[src/rtl/hs_pkg.sv]
package hs_pkg;

  typedef enum logic [1:0] {
    GATE_STRONG = 2'd0,
    GATE_WEAK   = 2'd1,
    GATE_ON     = 2'd2
  } gate_e;

  typedef enum logic [2:0] {
    ST_POR,
    ST_INSERT,
    ST_DISCH,
    ST_WAIT,
    ST_RUN,
    ST_RESTART,
    ST_REEN,
    ST_LATCH
  } state_e;

  typedef enum logic [2:0] {
    T_HOLD,
    T_CLEAR,
    T_UP_SLOW,
    T_UP_FAST,
    T_DN_SLOW,
    T_DN_FAST
  } tmr_op_e;

  localparam int STAT_W   = 3;
  localparam int STAT_OC  = 0;
  localparam int STAT_CB  = 1;
  localparam int STAT_CFG = 2;

endpackage

[src/rtl/hs_timer.sv]
module hs_timer
  import hs_pkg::*;
#(
  parameter int TW       = 12,
  parameter int UPPER    = 390,
  parameter int LOWER    = 120,
  parameter int REEN     = 30,
  parameter int INS_RATE = 3,
  parameter int FLT_UP   = 20,
  parameter int FLT_DN   = 2,
  parameter int DIS_RATE = 50
) (
  input  logic    clk,
  input  logic    rst_n,
  input  tmr_op_e op,
  output logic    at_upper,
  output logic    at_lower,
  output logic    at_reen,
  output logic    at_zero
);

  localparam logic [TW-1:0] T_MAX   = '1;
  localparam logic [TW-1:0] T_UPPER = TW'(UPPER);
  localparam logic [TW-1:0] T_LOWER = TW'(LOWER);
  localparam logic [TW-1:0] T_REEN  = TW'(REEN);

  logic [TW-1:0] cnt_q, cnt_d, rate;
  logic [TW:0]   sum;
  logic          going_up;

  always_comb begin
    rate     = '0;
    going_up = 1'b0;
    unique case (op)
      T_UP_SLOW: begin rate = TW'(INS_RATE); going_up = 1'b1; end
      T_UP_FAST: begin rate = TW'(FLT_UP);   going_up = 1'b1; end
      T_DN_SLOW: rate = TW'(FLT_DN);
      T_DN_FAST: rate = TW'(DIS_RATE);
      default:   rate = '0;
    endcase
  end

  assign sum = {1'b0, cnt_q} + {1'b0, rate};

  always_comb begin
    cnt_d = cnt_q;
    if (op == T_CLEAR)
      cnt_d = '0;
    else if (op != T_HOLD) begin
      if (going_up)
        cnt_d = sum[TW] ? T_MAX : sum[TW-1:0];
      else
        cnt_d = (cnt_q >= rate) ? (cnt_q - rate) : '0;
    end
  end

  always_ff @(posedge clk or negedge rst_n) begin
    if (!rst_n) cnt_q <= '0;
    else        cnt_q <= cnt_d;
  end

  assign at_upper = (cnt_q >= T_UPPER);
  assign at_lower = (cnt_q <= T_LOWER);
  assign at_reen  = (cnt_q <= T_REEN);
  assign at_zero  = (cnt_q == '0);

endmodule

[src/rtl/hs_retry.sv]
module hs_retry #(
  parameter int MAX_EXP = 4,
  localparam int SEL_W  = $clog2(MAX_EXP + 3),
  localparam int CW     = MAX_EXP + 1
) (
  input  logic             clk,
  input  logic             rst_n,
  input  logic             load,
  input  logic [SEL_W-1:0] sel,
  input  logic             dec,
  output logic             may_retry
);

  logic [CW-1:0] remain_q;
  logic          unlimited_q;

  function automatic logic [CW-1:0] budget(input logic [SEL_W-1:0] code);
    if (code == '0 || int'(code) > MAX_EXP + 1)
      return '0;
    return CW'(1) << (code - SEL_W'(1));
  endfunction

  always_ff @(posedge clk or negedge rst_n) begin
    if (!rst_n) begin
      remain_q    <= '0;
      unlimited_q <= 1'b0;
    end else if (load) begin
      remain_q    <= budget(sel);
      unlimited_q <= (int'(sel) > MAX_EXP + 1);
    end else if (dec && remain_q != '0) begin
      remain_q    <= remain_q - CW'(1);
    end
  end

  assign may_retry = unlimited_q || (remain_q != '0);

endmodule

[src/rtl/hs_status.sv]
module hs_status #(
  parameter int            W       = 3,
  parameter logic [W-1:0]  RST_VAL = '0
) (
  input  logic         clk,
  input  logic         rst_n,
  input  logic [W-1:0] set,
  input  logic         clr,
  input  logic [W-1:0] mask,
  output logic [W-1:0] bits,
  output logic         alert
);

  for (genvar b = 0; b < W; b++) begin : g_bit
    always_ff @(posedge clk or negedge rst_n) begin
      if (!rst_n)      bits[b] <= RST_VAL[b];
      else if (set[b]) bits[b] <= 1'b1;
      else if (clr)    bits[b] <= 1'b0;
    end
  end

  assign alert = |(bits & ~mask);

endmodule

[src/rtl/hs_fsm.sv]
module hs_fsm
  import hs_pkg::*;
#(
  parameter int RESTART_CYCLES = 8,
  localparam int CYW = (RESTART_CYCLES > 1) ? $clog2(RESTART_CYCLES) : 1
) (
  input  logic    clk,
  input  logic    rst_n,
  input  logic    supply_ok,
  input  logic    uv_ok,
  input  logic    ov_flag,
  input  logic    limit_act,
  input  logic    cb_trip,
  input  logic    retry_mode,
  input  logic    sw_on,
  input  logic    at_upper,
  input  logic    at_lower,
  input  logic    at_reen,
  input  logic    at_zero,
  input  logic    may_retry,
  output state_e  st,
  output gate_e   gate,
  output tmr_op_e op,
  output logic    retry_load,
  output logic    retry_dec,
  output logic    set_oc,
  output logic    set_cb
);

  state_e         st_d;
  logic           dn_q, dn_d;
  logic [CYW-1:0] cyc_q, cyc_d;
  logic           stress;

  assign stress = limit_act || cb_trip;

  always_comb begin
    st_d       = st;
    dn_d       = dn_q;
    cyc_d      = cyc_q;
    gate       = GATE_WEAK;
    op         = T_HOLD;
    retry_load = 1'b0;
    retry_dec  = 1'b0;
    set_oc     = 1'b0;
    set_cb     = 1'b0;

    unique case (st)
      ST_POR: begin
        gate       = GATE_STRONG;
        op         = T_CLEAR;
        retry_load = 1'b1;
        st_d       = ST_INSERT;
      end

      ST_INSERT: begin
        if (at_upper) begin
          op   = T_DN_FAST;
          st_d = ST_DISCH;
        end else begin
          op   = T_UP_SLOW;
        end
      end

      ST_DISCH: begin
        op = T_DN_FAST;
        if (at_zero) st_d = ST_WAIT;
      end

      ST_WAIT: begin
        op = T_DN_SLOW;
        if (!sw_on || !uv_ok) retry_load = 1'b1;
        else if (!ov_flag)    st_d = ST_RUN;
      end

      ST_RUN: begin
        gate   = cb_trip ? GATE_STRONG : GATE_ON;
        set_cb = cb_trip;
        if (ov_flag || !uv_ok || !sw_on) begin
          op   = T_DN_SLOW;
          st_d = ST_WAIT;
        end else if (stress && at_upper) begin
          set_oc = 1'b1;
          if (retry_mode && may_retry) begin
            retry_dec = 1'b1;
            dn_d      = 1'b1;
            cyc_d     = '0;
            st_d      = ST_RESTART;
          end else begin
            st_d      = ST_LATCH;
          end
        end else if (stress) begin
          op = T_UP_FAST;
        end else begin
          op = T_DN_SLOW;
        end
      end

      ST_RESTART: begin
        if (!sw_on) begin
          op   = T_DN_SLOW;
          st_d = ST_WAIT;
        end else if (dn_q) begin
          op = T_DN_SLOW;
          if (at_lower) begin
            if (cyc_q == CYW'(RESTART_CYCLES - 1)) st_d = ST_REEN;
            else begin
              cyc_d = cyc_q + CYW'(1);
              dn_d  = 1'b0;
            end
          end
        end else begin
          op = T_UP_FAST;
          if (at_upper) dn_d = 1'b1;
        end
      end

      ST_REEN: begin
        op = T_DN_SLOW;
        if (at_reen || !sw_on) st_d = ST_WAIT;
      end

      ST_LATCH: begin
        op = T_DN_SLOW;
        if (!sw_on || !uv_ok) begin
          retry_load = 1'b1;
          st_d       = ST_WAIT;
        end
      end

      default: st_d = ST_POR;
    endcase

    if (!supply_ok) begin
      st_d = ST_POR;
      op   = T_CLEAR;
    end
  end

  always_ff @(posedge clk or negedge rst_n) begin
    if (!rst_n) begin
      st    <= ST_POR;
      dn_q  <= 1'b1;
      cyc_q <= '0;
    end else begin
      st    <= st_d;
      dn_q  <= dn_d;
      cyc_q <= cyc_d;
    end
  end

endmodule

[src/rtl/hotswap_seq.sv]
module hotswap_seq
  import hs_pkg::*;
#(
  parameter int TW             = 12,
  parameter int UPPER          = 390,
  parameter int LOWER          = 120,
  parameter int REEN           = 30,
  parameter int INS_RATE       = 3,
  parameter int FLT_UP         = 20,
  parameter int FLT_DN         = 2,
  parameter int DIS_RATE       = 50,
  parameter int RESTART_CYCLES = 8,
  parameter int MAX_EXP        = 4,
  localparam int SEL_W         = $clog2(MAX_EXP + 3)
) (
  input  logic              clk,
  input  logic              rst_n,
  input  logic              supply_ok,
  input  logic              uv_ok,
  input  logic              ov_flag,
  input  logic              limit_act,
  input  logic              cb_trip,
  input  logic              retry_mode,
  input  logic [SEL_W-1:0]  retry_sel,
  input  logic              sw_on,
  input  logic              clear_faults,
  input  logic [STAT_W-1:0] alert_mask,
  output logic [1:0]        gate_cmd,
  output logic [STAT_W-1:0] status,
  output logic              alert
);

  state_e  st;
  gate_e   gate;
  tmr_op_e op;
  logic    at_upper, at_lower, at_reen, tmr_zero;
  logic    may_retry, retry_load, retry_dec, set_oc, set_cb;
  logic [STAT_W-1:0] stat_set;

  hs_timer #(
    .TW(TW), .UPPER(UPPER), .LOWER(LOWER), .REEN(REEN),
    .INS_RATE(INS_RATE), .FLT_UP(FLT_UP), .FLT_DN(FLT_DN), .DIS_RATE(DIS_RATE)
  ) u_timer (
    .clk(clk), .rst_n(rst_n), .op(op),
    .at_upper(at_upper), .at_lower(at_lower), .at_reen(at_reen), .at_zero(tmr_zero)
  );

  hs_retry #(.MAX_EXP(MAX_EXP)) u_retry (
    .clk(clk), .rst_n(rst_n), .load(retry_load), .sel(retry_sel),
    .dec(retry_dec), .may_retry(may_retry)
  );

  hs_fsm #(.RESTART_CYCLES(RESTART_CYCLES)) u_fsm (
    .clk(clk), .rst_n(rst_n), .supply_ok(supply_ok), .uv_ok(uv_ok),
    .ov_flag(ov_flag), .limit_act(limit_act), .cb_trip(cb_trip),
    .retry_mode(retry_mode), .sw_on(sw_on), .at_upper(at_upper),
    .at_lower(at_lower), .at_reen(at_reen), .at_zero(tmr_zero),
    .may_retry(may_retry), .st(st), .gate(gate), .op(op),
    .retry_load(retry_load), .retry_dec(retry_dec),
    .set_oc(set_oc), .set_cb(set_cb)
  );

  always_comb begin
    stat_set           = '0;
    stat_set[STAT_OC]  = set_oc;
    stat_set[STAT_CB]  = set_cb;
  end

  hs_status #(.W(STAT_W), .RST_VAL(STAT_W'(1) << STAT_CFG)) u_status (
    .clk(clk), .rst_n(rst_n), .set(stat_set), .clr(clear_faults),
    .mask(alert_mask), .bits(status), .alert(alert)
  );

  assign gate_cmd = gate;

endmodule

[config.mk]
export PLATFORM = sky130hd
export DESIGN_NAME = hotswap_seq
export DESIGN_NICKNAME = d
export VERILOG_FILES = /design/src/rtl/hs_pkg.sv /design/src/rtl/hs_timer.sv /design/src/rtl/hs_retry.sv /design/src/rtl/hs_status.sv /design/src/rtl/hs_fsm.sv /design/src/rtl/hotswap_seq.sv
export SDC_FILE = /design/constraint.sdc
export NUM_CORES = 1
export LEC_CHECK = 0
export ABC_AREA = 1
export BUFFER_PORTS_ARGS = -buffer_cell sky130_fd_sc_hd__buf_2
export CORE_ASPECT_RATIO = 1.2
export CORE_UTILIZATION = 40
export DETAILED_ROUTE_END_ITERATION = 8
export GPL_TIMING_DRIVEN = 1
export PLACE_DENSITY = 0.58
export SYNTH_ARGS = -nofsm -noshare
export SYNTH_HDL_FRONTEND = slang
export SYNTH_SLANG_ARGS = --single-unit
[constraint.sdc]
create_clock -name clk -period 3.8 [get_ports clk]
set_clock_uncertainty 0.2 [all_clocks]
set_input_delay 0.76 -clock clk [delete_from_list [all_inputs] [get_ports clk]]
set_output_delay 0.76 -clock clk [all_outputs]
set_load 0.05 [all_outputs]
==> report_table.html <==
<table>
<tr><th>Metric</th><th>Value</th></tr>
<tr><th colspan="2">Run status</th></tr>
<tr><td>Run status</td><td>finished clean</td></tr>
<tr><th colspan="2">Logic synthesis</th></tr>
<tr><td>YS warnings</td><td>0</td></tr>
<tr><td>Most numerous cell types in the synthesized netlist</td><td>sky130_fd_sc_hd__nand2_1, sky130_fd_sc_hd__inv_1, sky130_fd_sc_hd__nand3_1</td></tr>
<tr><td>Unique masters post-synth</td><td>37</td></tr>
<tr><td>Net count after synthesis</td><td>475</td></tr>
<tr><td>Number of enable-type register cells in the synthesized netlist</td><td>0</td></tr>
<tr><td>Most instantiated library cell after synthesis</td><td>sky130_fd_sc_hd__nand2_1</td></tr>
<tr><td>Part of the Yosys area used for sequential elements</td><td>24.6%</td></tr>
<tr><td>Post-synthesis async set-or-reset flop share</td><td>100%</td></tr>
<tr><td>Synthesized area</td><td>2860 um^2</td></tr>
<tr><td>Dominant cell type by area after synthesis</td><td>sky130_fd_sc_hd__dfrtp_1</td></tr>
<tr><td>Most common flop cell mapped by yosys</td><td>sky130_fd_sc_hd__dfrtp_1</td></tr>
<tr><td>Proportion of netlist area held by the largest area contributor</td><td>22.8%</td></tr>
<tr><td>Avg Inst Size Synth</td><td>6.43 um^2</td></tr>
<tr><td>Cell count after synthesis</td><td>444</td></tr>
<tr><td>Number of storage elements in the synthesis netlist</td><td>28</td></tr>
<tr><td>Top cells by area in the synthesized netlist</td><td>sky130_fd_sc_hd__dfrtp_1, sky130_fd_sc_hd__nand2_1, sky130_fd_sc_hd__nand4_1</td></tr>
<tr><th colspan="2">Clocking</th></tr>
<tr><td>Setup repair bufs after CTS</td><td>0</td></tr>
<tr><td>CTS Buffer Depth</td><td>2</td></tr>
<tr><td>Clock-pin slew reported for the worst setup and hold paths after clock tree synthesis</td><td>0.09 ns</td></tr>
<tr><td>CTS Sinks</td><td>28</td></tr>
<tr><td>Worst skew pair latency</td><td>0.27 ns</td></tr>
<tr><td>Clock tree from TritonCTS</td><td>built</td></tr>
<tr><td>H-tree depth</td><td>1</td></tr>
<tr><td>Root Buffer Master</td><td>sky130_fd_sc_hd__clkbuf_8</td></tr>
<tr><td>Number of buffers created by CTS</td><td>3</td></tr>
<tr><th colspan="2">Pwr</th></tr>
<tr><td>Sequential group share of total power</td><td>22.2%</td></tr>
<tr><td>VDD IR-drop max</td><td>332 uV</td></tr>
<tr><td>Int Pwr</td><td>953 uW</td></tr>
<tr><td>Static power due to leakage</td><td>1.70 nW</td></tr>
<tr><td>Net Sw Frac</td><td>53.4%</td></tr>
<tr><td>PwrDens</td><td>631 nW/um^2</td></tr>
<tr><td>Portion of total power attributed to the clock network</td><td>8.3%</td></tr>
<tr><td>Overall power of the completed layout</td><td>2.04 mW</td></tr>
<tr><td>Switch Pwr</td><td>1.09 mW</td></tr>
<tr><td>Comb power frac</td><td>69.5%</td></tr>
<tr><th colspan="2">Flow run</th></tr>
<tr><td>Max cap viols</td><td>0</td></tr>
<tr><th colspan="2">Place</th></tr>
<tr><td>IO buf count</td><td>21</td></tr>
<tr><td>Half-perimeter wire length after detailed placement</td><td>6040 um</td></tr>
<tr><td>Gp weighted congestion</td><td>0.943</td></tr>
<tr><td>Placed cell areas</td><td>3170 um^2</td></tr>
<tr><th colspan="2">Route</th></tr>
<tr><td>Number of detailed-route iterations in the first pass</td><td>4</td></tr>
<tr><td>Number of design-rule violations left by the first detailed-router iteration</td><td>202</td></tr>
<tr><td>Vias per inst</td><td>5.29</td></tr>
<tr><td>Final routed DRC violation total</td><td>0</td></tr>
<tr><td>Detailed Route WL</td><td>7670 um</td></tr>
<tr><td>Mean routed wirelength per cell</td><td>13.5 um</td></tr>
<tr><td>DR vias</td><td>3011</td></tr>
<tr><td>Antenna-violating nets left</td><td>0</td></tr>
<tr><th colspan="2">Layout</th></tr>
<tr><td>Final design instance area without fill</td><td>3240 um^2</td></tr>
<tr><td>Area Growth Syn to Fin</td><td>13.4%</td></tr>
<tr><td>Fill count</td><td>766</td></tr>
<tr><td>Net total in the final layout</td><td>514</td></tr>
<tr><td>Area of the multi-input gates</td><td>1880 um^2</td></tr>
<tr><td>Fraction of layout cells with a size suffix above 1</td><td>20.5%</td></tr>
<tr><td>Ant diodes</td><td>0</td></tr>
<tr><td>Register Area</td><td>706 um^2</td></tr>
<tr><th colspan="2">Floorplanning</th></tr>
<tr><td>Cell row count</td><td>33</td></tr>
<tr><td>Core Region</td><td>6850 um^2</td></tr>
<tr><td>Number of ports placed on the die boundary</td><td>22</td></tr>
<tr><td>Die Footprint</td><td>7480 um^2</td></tr>
<tr><td>Initial core utilization</td><td>41.7%</td></tr>
<tr><td>Width of the die</td><td>79.1 um</td></tr>
<tr><td>Die boundary height</td><td>94.6 um</td></tr>
<tr><th colspan="2">Global route</th></tr>
<tr><td>Wire length of the first global-routing pass</td><td>13400 um</td></tr>
<tr><td>Total congestion overflow after global routing</td><td>0</td></tr>
<tr><td>Global routing usage summed across all routing layers</td><td>22.3%</td></tr>
<tr><td>Pin count of the biggest net entering global routing</td><td>29</td></tr>
<tr><td>Antenna violations before repair</td><td>0</td></tr>
<tr><td>Vias in the first global route</td><td>2977</td></tr>
<tr><th colspan="2">Setup path</th></tr>
<tr><td>Kind of launch point of the worst setup path</td><td>input pin</td></tr>
<tr><td>Worst R2R Setup Slack</td><td>0.36 ns</td></tr>
<tr><td>Logic depth of the worst register-to-register path</td><td>21</td></tr>
<tr><td>Reg-to-reg critical path startpoint</td><td>u_fsm.st[0]</td></tr>
<tr><td>Signal arrival time at the worst endpoint</td><td>3.54 ns</td></tr>
<tr><td>Required time of the worst setup path</td><td>3.81 ns</td></tr>
<tr><td>Crit path capture type</td><td>flop</td></tr>
<tr><td>Destination of the worst register-to-register timing path</td><td>u_timer.cnt_q[8]</td></tr>
<tr><td>Worst setup path class</td><td>in2reg</td></tr>
<tr><td>Largest fanout on the critical path</td><td>14</td></tr>
<tr><th colspan="2">Worst hold path</th></tr>
<tr><td>Hold endpoint</td><td>u_status.bits[2]</td></tr>
<tr><td>Hold Startpoint</td><td>u_status.bits[2]</td></tr>
<tr><td>Min-Delay Path Depth</td><td>2</td></tr>
<tr><td>HP Class</td><td>reg2reg</td></tr>
<tr><th colspan="2">STA</th></tr>
<tr><td>Worst slew margin</td><td>53.9%</td></tr>
<tr><td>Setup violators final</td><td>0</td></tr>
<tr><td>F_max</td><td>284 MHz</td></tr>
<tr><td>Tcrit/Tclk final</td><td>92.7%</td></tr>
<tr><td>Setup repair after global routing missed its margin</td><td>no</td></tr>
<tr><td>Setup TNS</td><td>0 ns</td></tr>
<tr><td>Transition at the pin with the smallest max-transition slack</td><td>0.692 ns</td></tr>
<tr><td>Fin crit period</td><td>3.52 ns</td></tr>
<tr><td>Total count of max-transition violations in the final report</td><td>0</td></tr>
<tr><td>Final number of hold-violating endpoints</td><td>0</td></tr>
</table>
==> what timing repair did <==
action | 4_1_cts | 5_1_grt
endpoints found under the setup margin | 0 | 12
hold buffers | 0 | 0
resized for setup | 0 | 7
==> cell usage in the layout (no fill, tap or decap), drive strengths merged <==
master  Yosys  routed
a21oi      11      11
and2        1       1
buf        10      45
clkbuf      1       4
dfrtp      26      26
dfstp       2       2
fa          2       2
ha         13      13
inv        57      57
nand2     149     149
nand3      36      36
nand3b      3       3
nand4      30      30
nor2       41      41
nor3        7       7
o211ai      3       3
o21ai      35      35
o21bai      2       2
o22ai       2       2
o31ai       1       1
or2         4       4
xnor2       2       2
xor2        6       6
==> worst max path at each step <==
stage | start | to | slack (ns) | cells past startpoint
floorplan | uv_ok | u_timer.cnt_q[4] | 0.36 | 22
global placement | sw_on | u_timer.cnt_q[5] | -0.25 | 21
detailed placement | sw_on | u_timer.cnt_q[11] | -0.21 | 21
CTS | sw_on | u_timer.cnt_q[5] | 0.07 | 21
global route | sw_on | u_timer.cnt_q[10] | 0.03 | 23
finish | sw_on | u_timer.cnt_q[8] | 0.28 | 23
==> flip-flops by register name, indices dropped and copies added, names as in the netlist <==
name                 count
u_timer.cnt_q           12
u_fsm.dn_q               1
u_fsm.cyc_q              3
u_status.bits            3
u_fsm.st                 3
u_retry.unlimited_q      1
u_retry.remain_q         5
==> layout make-up <==
type	instances	area share, %
sequential	28	21.8
timing repair buffer	45	8.81
inverter	57	6.68
clock buffer	4	1.39
tap	87	3.36
multi-input combinational	348	58.0
==> through the flow <==
| step | instances | hold WS (ns) | util [%] | setup slack, ns |
|---|---|---|---|---|
| final | 569 | 0.272 | 47.2 | 0.277 |
| after global placement | 565 | 0.255 | 46.2 | -0.254 |
| after floorplan | 444 | 0.247 | - | 0.356 |
| after detailed placement | 565 | 0.263 | 46.2 | -0.211 |
| after CTS | 569 | 0.277 | 46.9 | 0.0730 |
| after global routing | 569 | 0.296 | 47.2 | 0.0254 |
==> power groups by stage <==
stage	clock network [mW]	registers, mW	logic, mW
after floorplan	0	0.433	1.07
after global placement	0	0.455	1.39
after detailed placement	0	0.455	1.40
after CTS	0.178	0.450	1.41
after global routing	0.190	0.465	1.62
final	0.170	0.454	1.42
==> cells by family after synthesis <==
family | Yosys count | share of synthesized area, %
xor gates and xnor gates | 8 | 2.45
buffers and inverters | 68 | 10.4
adders and majority gates | 15 | 7.10
DFF | 28 | 24.6
and+or+nand+nor | 271 | 44.3
AOI/OAI and AO/OA | 54 | 11.1
==> routing by layer <==
| layer | vias up | track usage [%] | wire length [um] |
|---|---|---|---|
| met5 | - | 0 | 0 |
| met4 | 0 | 8.03 | 218 |
| met3 | 18 | 1.26 | 274 |
| met2 | 83 | 40.5 | 3730 |
| met1 | 1384 | 27.6 | 3450 |
| li1 | 1526 | - | - |
==> critical path, cell delays in order <==
cell and delay, ns:
sky130_fd_sc_hd__buf_2 0.13, sky130_fd_sc_hd__nand2_1 0.11, sky130_fd_sc_hd__nor2_4 0.10, sky130_fd_sc_hd__nand2_1 0.06
sky130_fd_sc_hd__nor2_2 0.12, sky130_fd_sc_hd__nand3_2 0.13, sky130_fd_sc_hd__nand2_1 0.14, sky130_fd_sc_hd__nor2_4 0.06
sky130_fd_sc_hd__buf_4 0.19, sky130_fd_sc_hd__nor2_2 0.21, sky130_fd_sc_hd__nor2_1 0.10, sky130_fd_sc_hd__ha_2 0.40
sky130_fd_sc_hd__nand2_1 0.08, sky130_fd_sc_hd__inv_1 0.06, sky130_fd_sc_hd__nand2_2 0.07, sky130_fd_sc_hd__nand2_1 0.10
sky130_fd_sc_hd__inv_1 0.06, sky130_fd_sc_hd__nand3_1 0.11, sky130_fd_sc_hd__buf_4 0.16, sky130_fd_sc_hd__nand3_1 0.11
sky130_fd_sc_hd__o21ai_2 0.14, sky130_fd_sc_hd__nand2_1 0.07, sky130_fd_sc_hd__nand2_1 0.05
(Power assumes the default switching activity.)
